`config.mk`:
```
export PLATFORM = sky130hd
export DESIGN_NAME = sar_conv_seq
export DESIGN_NICKNAME = d
export VERILOG_FILES = /design/src/rtl/sar_seq_pkg.sv /design/src/rtl/sar_bit_engine.sv /design/src/rtl/sar_result_pack.sv /design/src/rtl/sar_conv_seq.sv
export SDC_FILE = /design/constraint.sdc
export NUM_CORES = 1
export LEC_CHECK = 0
export ABC_AREA = 1
export BUFFER_PORTS_ARGS = -buffer_cell sky130_fd_sc_hd__buf_2
export CAP_MARGIN = 20
export CORE_AREA = 5 5 70 72
export CTS_CLUSTER_SIZE = 25
export DETAILED_ROUTE_END_ITERATION = 8
export DIE_AREA = 0 0 75 77
export PLACE_DENSITY = 0.75
export SLEW_MARGIN = 15
export SYNTH_ARGS = -nofsm -noshare
export SYNTH_HDL_FRONTEND = slang
export SYNTH_SLANG_ARGS = --single-unit
export TNS_END_PERCENT = 100
```
`constraint.sdc`:
```
create_clock -name clk -period 2 [get_ports clk]
set_input_delay 0.2 -clock clk [delete_from_list [all_inputs] [get_ports clk]]
set_output_delay 0.2 -clock clk [all_outputs]
set_load 0.02 [all_outputs]
```
`src/rtl/sar_seq_pkg.sv`:
```
package sar_seq_pkg;
   typedef enum logic [1:0] {
      ST_IDLE  = 2'd0,
      ST_SETUP = 2'd1,
      ST_BITS  = 2'd2,
      ST_WAIT  = 2'd3
   } seq_state_t;
endpackage

```
`src/rtl/sar_bit_engine.sv`:
```
module sar_bit_engine #(
   parameter int N = 10
) (
   input  logic         clk,
   input  logic         rst_n,
   input  logic         load,
   input  logic         step,
   input  logic         cmp,
   output logic [N-1:0] trial,
   output logic [N-1:0] kept,
   output logic         last
);
   localparam int IDX_W = (N > 1) ? $clog2(N) : 1;

   logic [IDX_W-1:0] idx_q;
   logic [N-1:0]     trial_q;
   logic [N-1:0]     next_bit;

   // trial code with the bit under test replaced by the comparator decision
   always_comb begin
      kept = trial_q;
      kept[idx_q] = cmp;
   end

   always_comb begin
      next_bit = '0;
      for (int i = 1; i < N; i++) begin
         if (idx_q == IDX_W'(i)) next_bit[i-1] = 1'b1;
      end
   end

   assign last  = (idx_q == '0);
   assign trial = trial_q;

   always_ff @(posedge clk or negedge rst_n) begin
      if (!rst_n) begin
         trial_q <= '0;
         idx_q   <= '0;
      end else if (load) begin
         trial_q <= {1'b1, {(N-1){1'b0}}};
         idx_q   <= IDX_W'(N-1);
      end else if (step) begin
         trial_q <= last ? kept : (kept | next_bit);
         if (!last) idx_q <= idx_q - 1'b1;
      end
   end

   // decided bit follows the comparator sample taken at its tick
   p_bit_keep_r4: assert property (@(posedge clk) disable iff (!rst_n)
      (step && !load) |=> (trial_q[$past(idx_q)] == $past(cmp)));
endmodule

```
`src/rtl/sar_result_pack.sv`:
```
module sar_result_pack #(
   parameter int RES_BITS = 10,
   parameter int REG_W    = 8
) (
   input  logic [RES_BITS-1:0] code,
   input  logic                left,
   output logic [REG_W-1:0]    hi,
   output logic [REG_W-1:0]    lo
);
   localparam int TOT = 2 * REG_W;
   localparam int SH  = TOT - RES_BITS;

   logic [TOT-1:0] rj;
   logic [TOT-1:0] lj;
   logic [TOT-1:0] word;

   for (genvar i = 0; i < TOT; i++) begin : g_lane
      if (i < RES_BITS) begin : g_r_data
         assign rj[i] = code[i];
      end else begin : g_r_zero
         assign rj[i] = 1'b0;
      end
      if (i >= SH) begin : g_l_data
         assign lj[i] = code[i-SH];
      end else begin : g_l_zero
         assign lj[i] = 1'b0;
      end
   end

   assign word = left ? lj : rj;
   assign hi   = word[TOT-1:REG_W];
   assign lo   = word[REG_W-1:0];
endmodule

```
`src/rtl/sar_conv_seq.sv`:
```
module sar_conv_seq
   import sar_seq_pkg::*;
#(
   parameter int RES_BITS  = 10,
   parameter int REG_W     = 8,
   parameter int WAIT_TADS = 2
) (
   input  logic                clk,
   input  logic                rst_n,
   input  logic                tad_tick,
   input  logic                ctl_we,
   input  logic                ctl_on,
   input  logic                ctl_go,
   input  logic                just_left,
   input  logic                flag_clr,
   input  logic                res_we,
   input  logic                res_sel,
   input  logic [REG_W-1:0]    res_wdata,
   input  logic                cmp_in,
   output logic [RES_BITS-1:0] dac_code,
   output logic                hold_open,
   output logic                busy,
   output logic                acq_wait,
   output logic                conv_flag,
   output logic [REG_W-1:0]    res_hi,
   output logic [REG_W-1:0]    res_lo
);
   localparam int WAIT_W = $clog2(WAIT_TADS + 1);

   initial begin
      assert (RES_BITS > REG_W && RES_BITS <= 2 * REG_W)
         else $error("RES_BITS must span both result registers");
      assert (WAIT_TADS >= 1) else $error("WAIT_TADS must be at least 1");
   end

   seq_state_t          state_q, state_d;
   logic                adc_on_q;
   logic [WAIT_W-1:0]   wait_q;
   logic                flag_q;
   logic [REG_W-1:0]    hi_q, lo_q;
   logic                start, abort, step, done;
   logic [RES_BITS-1:0] trial, kept;
   logic                last;
   logic [REG_W-1:0]    pk_hi, pk_lo;

   assign busy      = (state_q == ST_SETUP) || (state_q == ST_BITS);
   assign hold_open = (state_q != ST_IDLE);
   assign acq_wait  = (state_q == ST_WAIT);
   assign conv_flag = flag_q;
   assign res_hi    = hi_q;
   assign res_lo    = lo_q;
   assign dac_code  = trial;

   // a start bit written together with the enable is not honoured
   assign start = ctl_we && ctl_go && ctl_on && adc_on_q && (state_q == ST_IDLE);
   assign abort = ctl_we && (!ctl_go || !ctl_on) && busy;
   assign step  = tad_tick && (state_q == ST_BITS) && !abort;
   assign done  = step && last;

   sar_bit_engine #(.N(RES_BITS)) u_eng (
      .clk   (clk),
      .rst_n (rst_n),
      .load  (start),
      .step  (step),
      .cmp   (cmp_in),
      .trial (trial),
      .kept  (kept),
      .last  (last)
   );

   sar_result_pack #(.RES_BITS(RES_BITS), .REG_W(REG_W)) u_pack (
      .code (kept),
      .left (just_left),
      .hi   (pk_hi),
      .lo   (pk_lo)
   );

   always_comb begin
      state_d = state_q;
      unique case (state_q)
         ST_IDLE:  if (start) state_d = ST_SETUP;
         ST_SETUP: if (abort) state_d = ST_WAIT;
                   else if (tad_tick) state_d = ST_BITS;
         ST_BITS:  if (abort) state_d = ST_WAIT;
                   else if (done) state_d = ST_IDLE;
         ST_WAIT:  if (tad_tick && wait_q == WAIT_W'(WAIT_TADS - 1)) state_d = ST_IDLE;
         default:  state_d = ST_IDLE;
      endcase
   end

   always_ff @(posedge clk or negedge rst_n) begin
      if (!rst_n) begin
         state_q  <= ST_IDLE;
         adc_on_q <= 1'b0;
         wait_q   <= '0;
      end else begin
         state_q <= state_d;
         if (ctl_we) adc_on_q <= ctl_on;
         if (abort) wait_q <= '0;
         else if (acq_wait && tad_tick) wait_q <= wait_q + 1'b1;
      end
   end

   always_ff @(posedge clk or negedge rst_n) begin
      if (!rst_n) begin
         hi_q   <= '0;
         lo_q   <= '0;
         flag_q <= 1'b0;
      end else begin
         if (done) begin
            hi_q <= pk_hi;
            lo_q <= pk_lo;
         end else if (res_we && !busy) begin
            if (res_sel) hi_q <= res_wdata;
            else         lo_q <= res_wdata;
         end
         if (done)          flag_q <= 1'b1;
         else if (flag_clr) flag_q <= 1'b0;
      end
   end

   p_hold_busy_r2: assert property (@(posedge clk) disable iff (!rst_n)
      busy |-> hold_open);
   p_start_on_r8: assert property (@(posedge clk) disable iff (!rst_n)
      $rose(busy) |-> $past(adc_on_q));
   p_done_edge_r5: assert property (@(posedge clk) disable iff (!rst_n)
      done |=> (!busy && conv_flag && !hold_open));
   p_abort_keep_r6: assert property (@(posedge clk) disable iff (!rst_n)
      abort |=> ($stable(res_hi) && $stable(res_lo) && !busy && acq_wait));
   p_wait_tick_r7: assert property (@(posedge clk) disable iff (!rst_n)
      $fell(acq_wait) |-> $past(tad_tick));
   p_wait_bound_r7: assert property (@(posedge clk) disable iff (!rst_n)
      acq_wait |-> (wait_q < WAIT_W'(WAIT_TADS)));
   p_busy_wr_r11: assert property (@(posedge clk) disable iff (!rst_n)
      (busy && res_we && !done) |=> ($stable(res_hi) && $stable(res_lo)));
   p_flag_sticky_r10: assert property (@(posedge clk) disable iff (!rst_n)
      (conv_flag && !flag_clr) |=> conv_flag);
endmodule

```
==> summary.txt <==
Outcome
  • Status: finished with violations
  • Failing checks: negative hold slack

Synth
  • FF+latch count, synth: 36
  • Syn avg cell area: 7.67 um^2
  • Cells after Synth: 281
  • Sequential cell area fraction in the yosys report: 0.418
  • Yosys top cell by area: dfrtp_1
  • Area fraction of the dominant cell type after synthesis: 0.418
  • Syn_nets: 311
  • Ys Warns: 0
  • Ranking of synthesized cells by area: dfrtp_1 (42%), nand2_1 (12%), o21ai_0 (7.7%)
  • Synthesized cell area: 0.00215 mm^2
  • Unique masters post-synth: 28

STA
  • Worst Max-Slew Pin Slew: 795 ps
  • Crit path time final: 1830 ps
  • Period utilisation layout: 0.917
  • Worst slew margin: 0.470
  • Setup ws final: 167 ps
  • Final Hold Vio Count: 28
  • Max Slew Vio Count: 0
  • Final-report setup violation count: 0
  • Setup TNS: 0 ps
  • Achievable frequency: 545 MHz
  • Hold_ws: -7.12 ps
  • Worst-case clock skew: 4.36 ps

CTS
  • CTS tree: done
  • Maximum clock insertion buffer count: 2
  • Root Driver: clkbuf_8
  • Total CTS buffers: 5
  • Worst-Skew Late Latency: 290 ps
  • Clock Sinks: 36
  • H-tree Lvls: 2
  • Worst-path clk slew: 80 ps

Critical path
  • CP arrival: 2050 ps
  • R2R Path End: res_lo[4]
  • Worst setup EP type: flip-flop
  • R2R Setup Slk: 170 ps
  • R2R Path Start: u_eng.idx_q[0]
  • Worst EP required: 2220 ps
  • R2R cell count: 7
  • Crit start category: flip-flop
  • Worst Path Max Fanout: 6
  • Classification of the worst setup path: flip-flop to flip-flop

Detailed routing
  • Vias after detailed routing: 2,094
  • WL per Instance: 13.4 um
  • Routed vias/inst: 5.26
  • 1st-pass router iterations: 4
  • DRT Wirelength: 5330 um
  • DRC viols: 0
  • Antenna-violating nets left: 0
  • Initial DRC count: 157

Global routing
  • Largest net degree at the start of global routing: 37
  • GRT Total Usage: 0.195
  • Number of global-route vias before repair: 1,989
  • GRT Residual Overflow: 0
  • Initial antenna violation count: 0
  • First-pass GRT wire length: 8870 um

Layout
  • Share of cells above drive strength 1: 0.228
  • Syn-to-layout area delta: 22.7%
  • Final instance area: 0.00264 mm^2
  • Most frequent cells in the layout: nand2_1 (67), buf_2 (48), dfrtp_1 (36)
  • Leading cell type in the layout, fill and taps excluded: nand2_1
  • Antenna cells: 0
  • Nets: 375

Die
  • # IOs: 49
  • Die height: 77 um
  • Die ar.: 0.00578 mm^2
  • Initial core utilization: 0.509
  • Core box area: 0.00423 mm^2
  • Die outline width: 75 um
  • Row cnt: 24

Power and ir drop
  • VDD IR-drop max: 0.000789 V
  • Leak pwr: 1.39 nW
  • Clock power frac: 0.159
  • Gate power share: 0.527
  • Pint: 2.16 mW
  • Sw frac: 0.465
  • Pwr/cell area: 1530 mW/mm^2
  • PnR Total Power: 4.04 mW
  • Net Sw Power: 1.88 mW
  • Seq pwr share: 0.314

Placement
  • HPWL after detailed placement: 4130 um
  • DP Area: 0.00250 mm^2
  • Number of port buffers: 48
  • Routability cong.: 0.860
  • Dpl ws: 113 ps

Worst hold path
  • Hold/Removal Path Class: input port to asynchronous set/reset pin

Flow run
  • MaxCap Viol Count: 0
==> final cells by class <==
cell class / count / area [um^2]
Inverter: 33 / 124
Tap cell: 52 / 65.1
Clock buffer: 5 / 68.8
Fill cell: 398 / 1590
Sequential cell: 36 / 901
Multi-Input combinational cell: 209 / 1110
Clock inverter: 3 / 42.5
Timing Repair Buffer: 60 / 330
==> synthesized netlist by cell type <==
library cell  number
nand2_1           68
dfrtp_1           36
o21ai_0           33
inv_1             32
nand3_1           30
nor2_1            23
a21oi_1           17
ha_1              11
nand4_1            5
o22ai_1            3
buf_2              2
buf_6              2
nor2_8             2
nor3_1             2
or2_1              2
a21boi_0           1
a31oi_1            1
and2_1             1
inv_2              1
mux2_2             1
nand2_2            1
nand2_4            1
nand3_4            1
nand3b_1           1
nor2_4             1
o211ai_1           1
o21ai_1            1
o21bai_1           1
==> power by group through the flow <==
stage | clock network [mW] | registers [mW] | logic (mW)
after floorplan | 0 | 1.56 | 1.15
after CTS | 0.658 | 1.27 | 2.13
final | 0.642 | 1.27 | 2.13
after global routing | 0.696 | 1.31 | 2.40
after detailed placement | 0 | 1.28 | 2.12
after global placement | 0 | 1.28 | 2.07
==> through the flow <==
stage          utilization  instances
4_1_cts              0.617        395
5_1_grt              0.624        398
2_1_floorplan            -        281
3_5_place_dp         0.591        387
6_report             0.624        398
3_3_place_gp         0.591        387
==> per-layer routing <==
| metal | share of wire | GRT usage |
|---|---|---|
| met3 | 0.080 | 0.0497 |
| met4 | 0.0094 | 0.0463 |
| met2 | 0.48 | 0.315 |
| met5 | 0 | 0 |
| met1 | 0.43 | 0.256 |
==> state kept, by name, indices dropped and copies added, names as in the netlist <==
name	count
res_lo	8
u_eng.trial	10
adc_on_q	1
conv_flag	1
wait_q	2
state_q	2
res_hi	8
u_eng.idx_q	4
==> worst max-delay path by stage <==
stage / to / slack [ps] / from
final: res_lo[4] / 170 / u_eng.idx_q[0]
after global placement: res_lo[4] / 210 / u_eng.idx_q[0]
after CTS: res_hi[5] / 100 / state_q[1]
after floorplan: u_eng.trial[9] / 160 / state_q[1]
after global routing: res_hi[4] / -10 / state_q[1]
after detailed placement: res_hi[5] / 110 / state_q[1]
==> repair_timing <==
action / in CTS / in global routing
gates resized for setup: 0 / 2
endpoints found under the hold margin: 0 / 0
setup endpoints to repair: 0 / 9
hold buffers: 0 / 0
setup buffers: 0 / 2
==> logic make-up after synthesis <==
| logic type | synth area share |
|---|---|
| and+or+nand+nor | 0.300 |
| DFF | 0.418 |
| buffers and inverters | 0.0726 |
| adders and majority gates | 0.0639 |
| AOI/OAI and AO/OA | 0.141 |
| muxes | 0.00523 |
==> worst max-delay path, stage by stage, from the launching register on <==
cell     delay [ps]
dfrtp_1         400
inv_1           170
ha_1            300
buf_4           180
nand3_1         150
o21ai_0         340
nand2_1         100
a21oi_1         120
(Power assumes the default switching activity.)
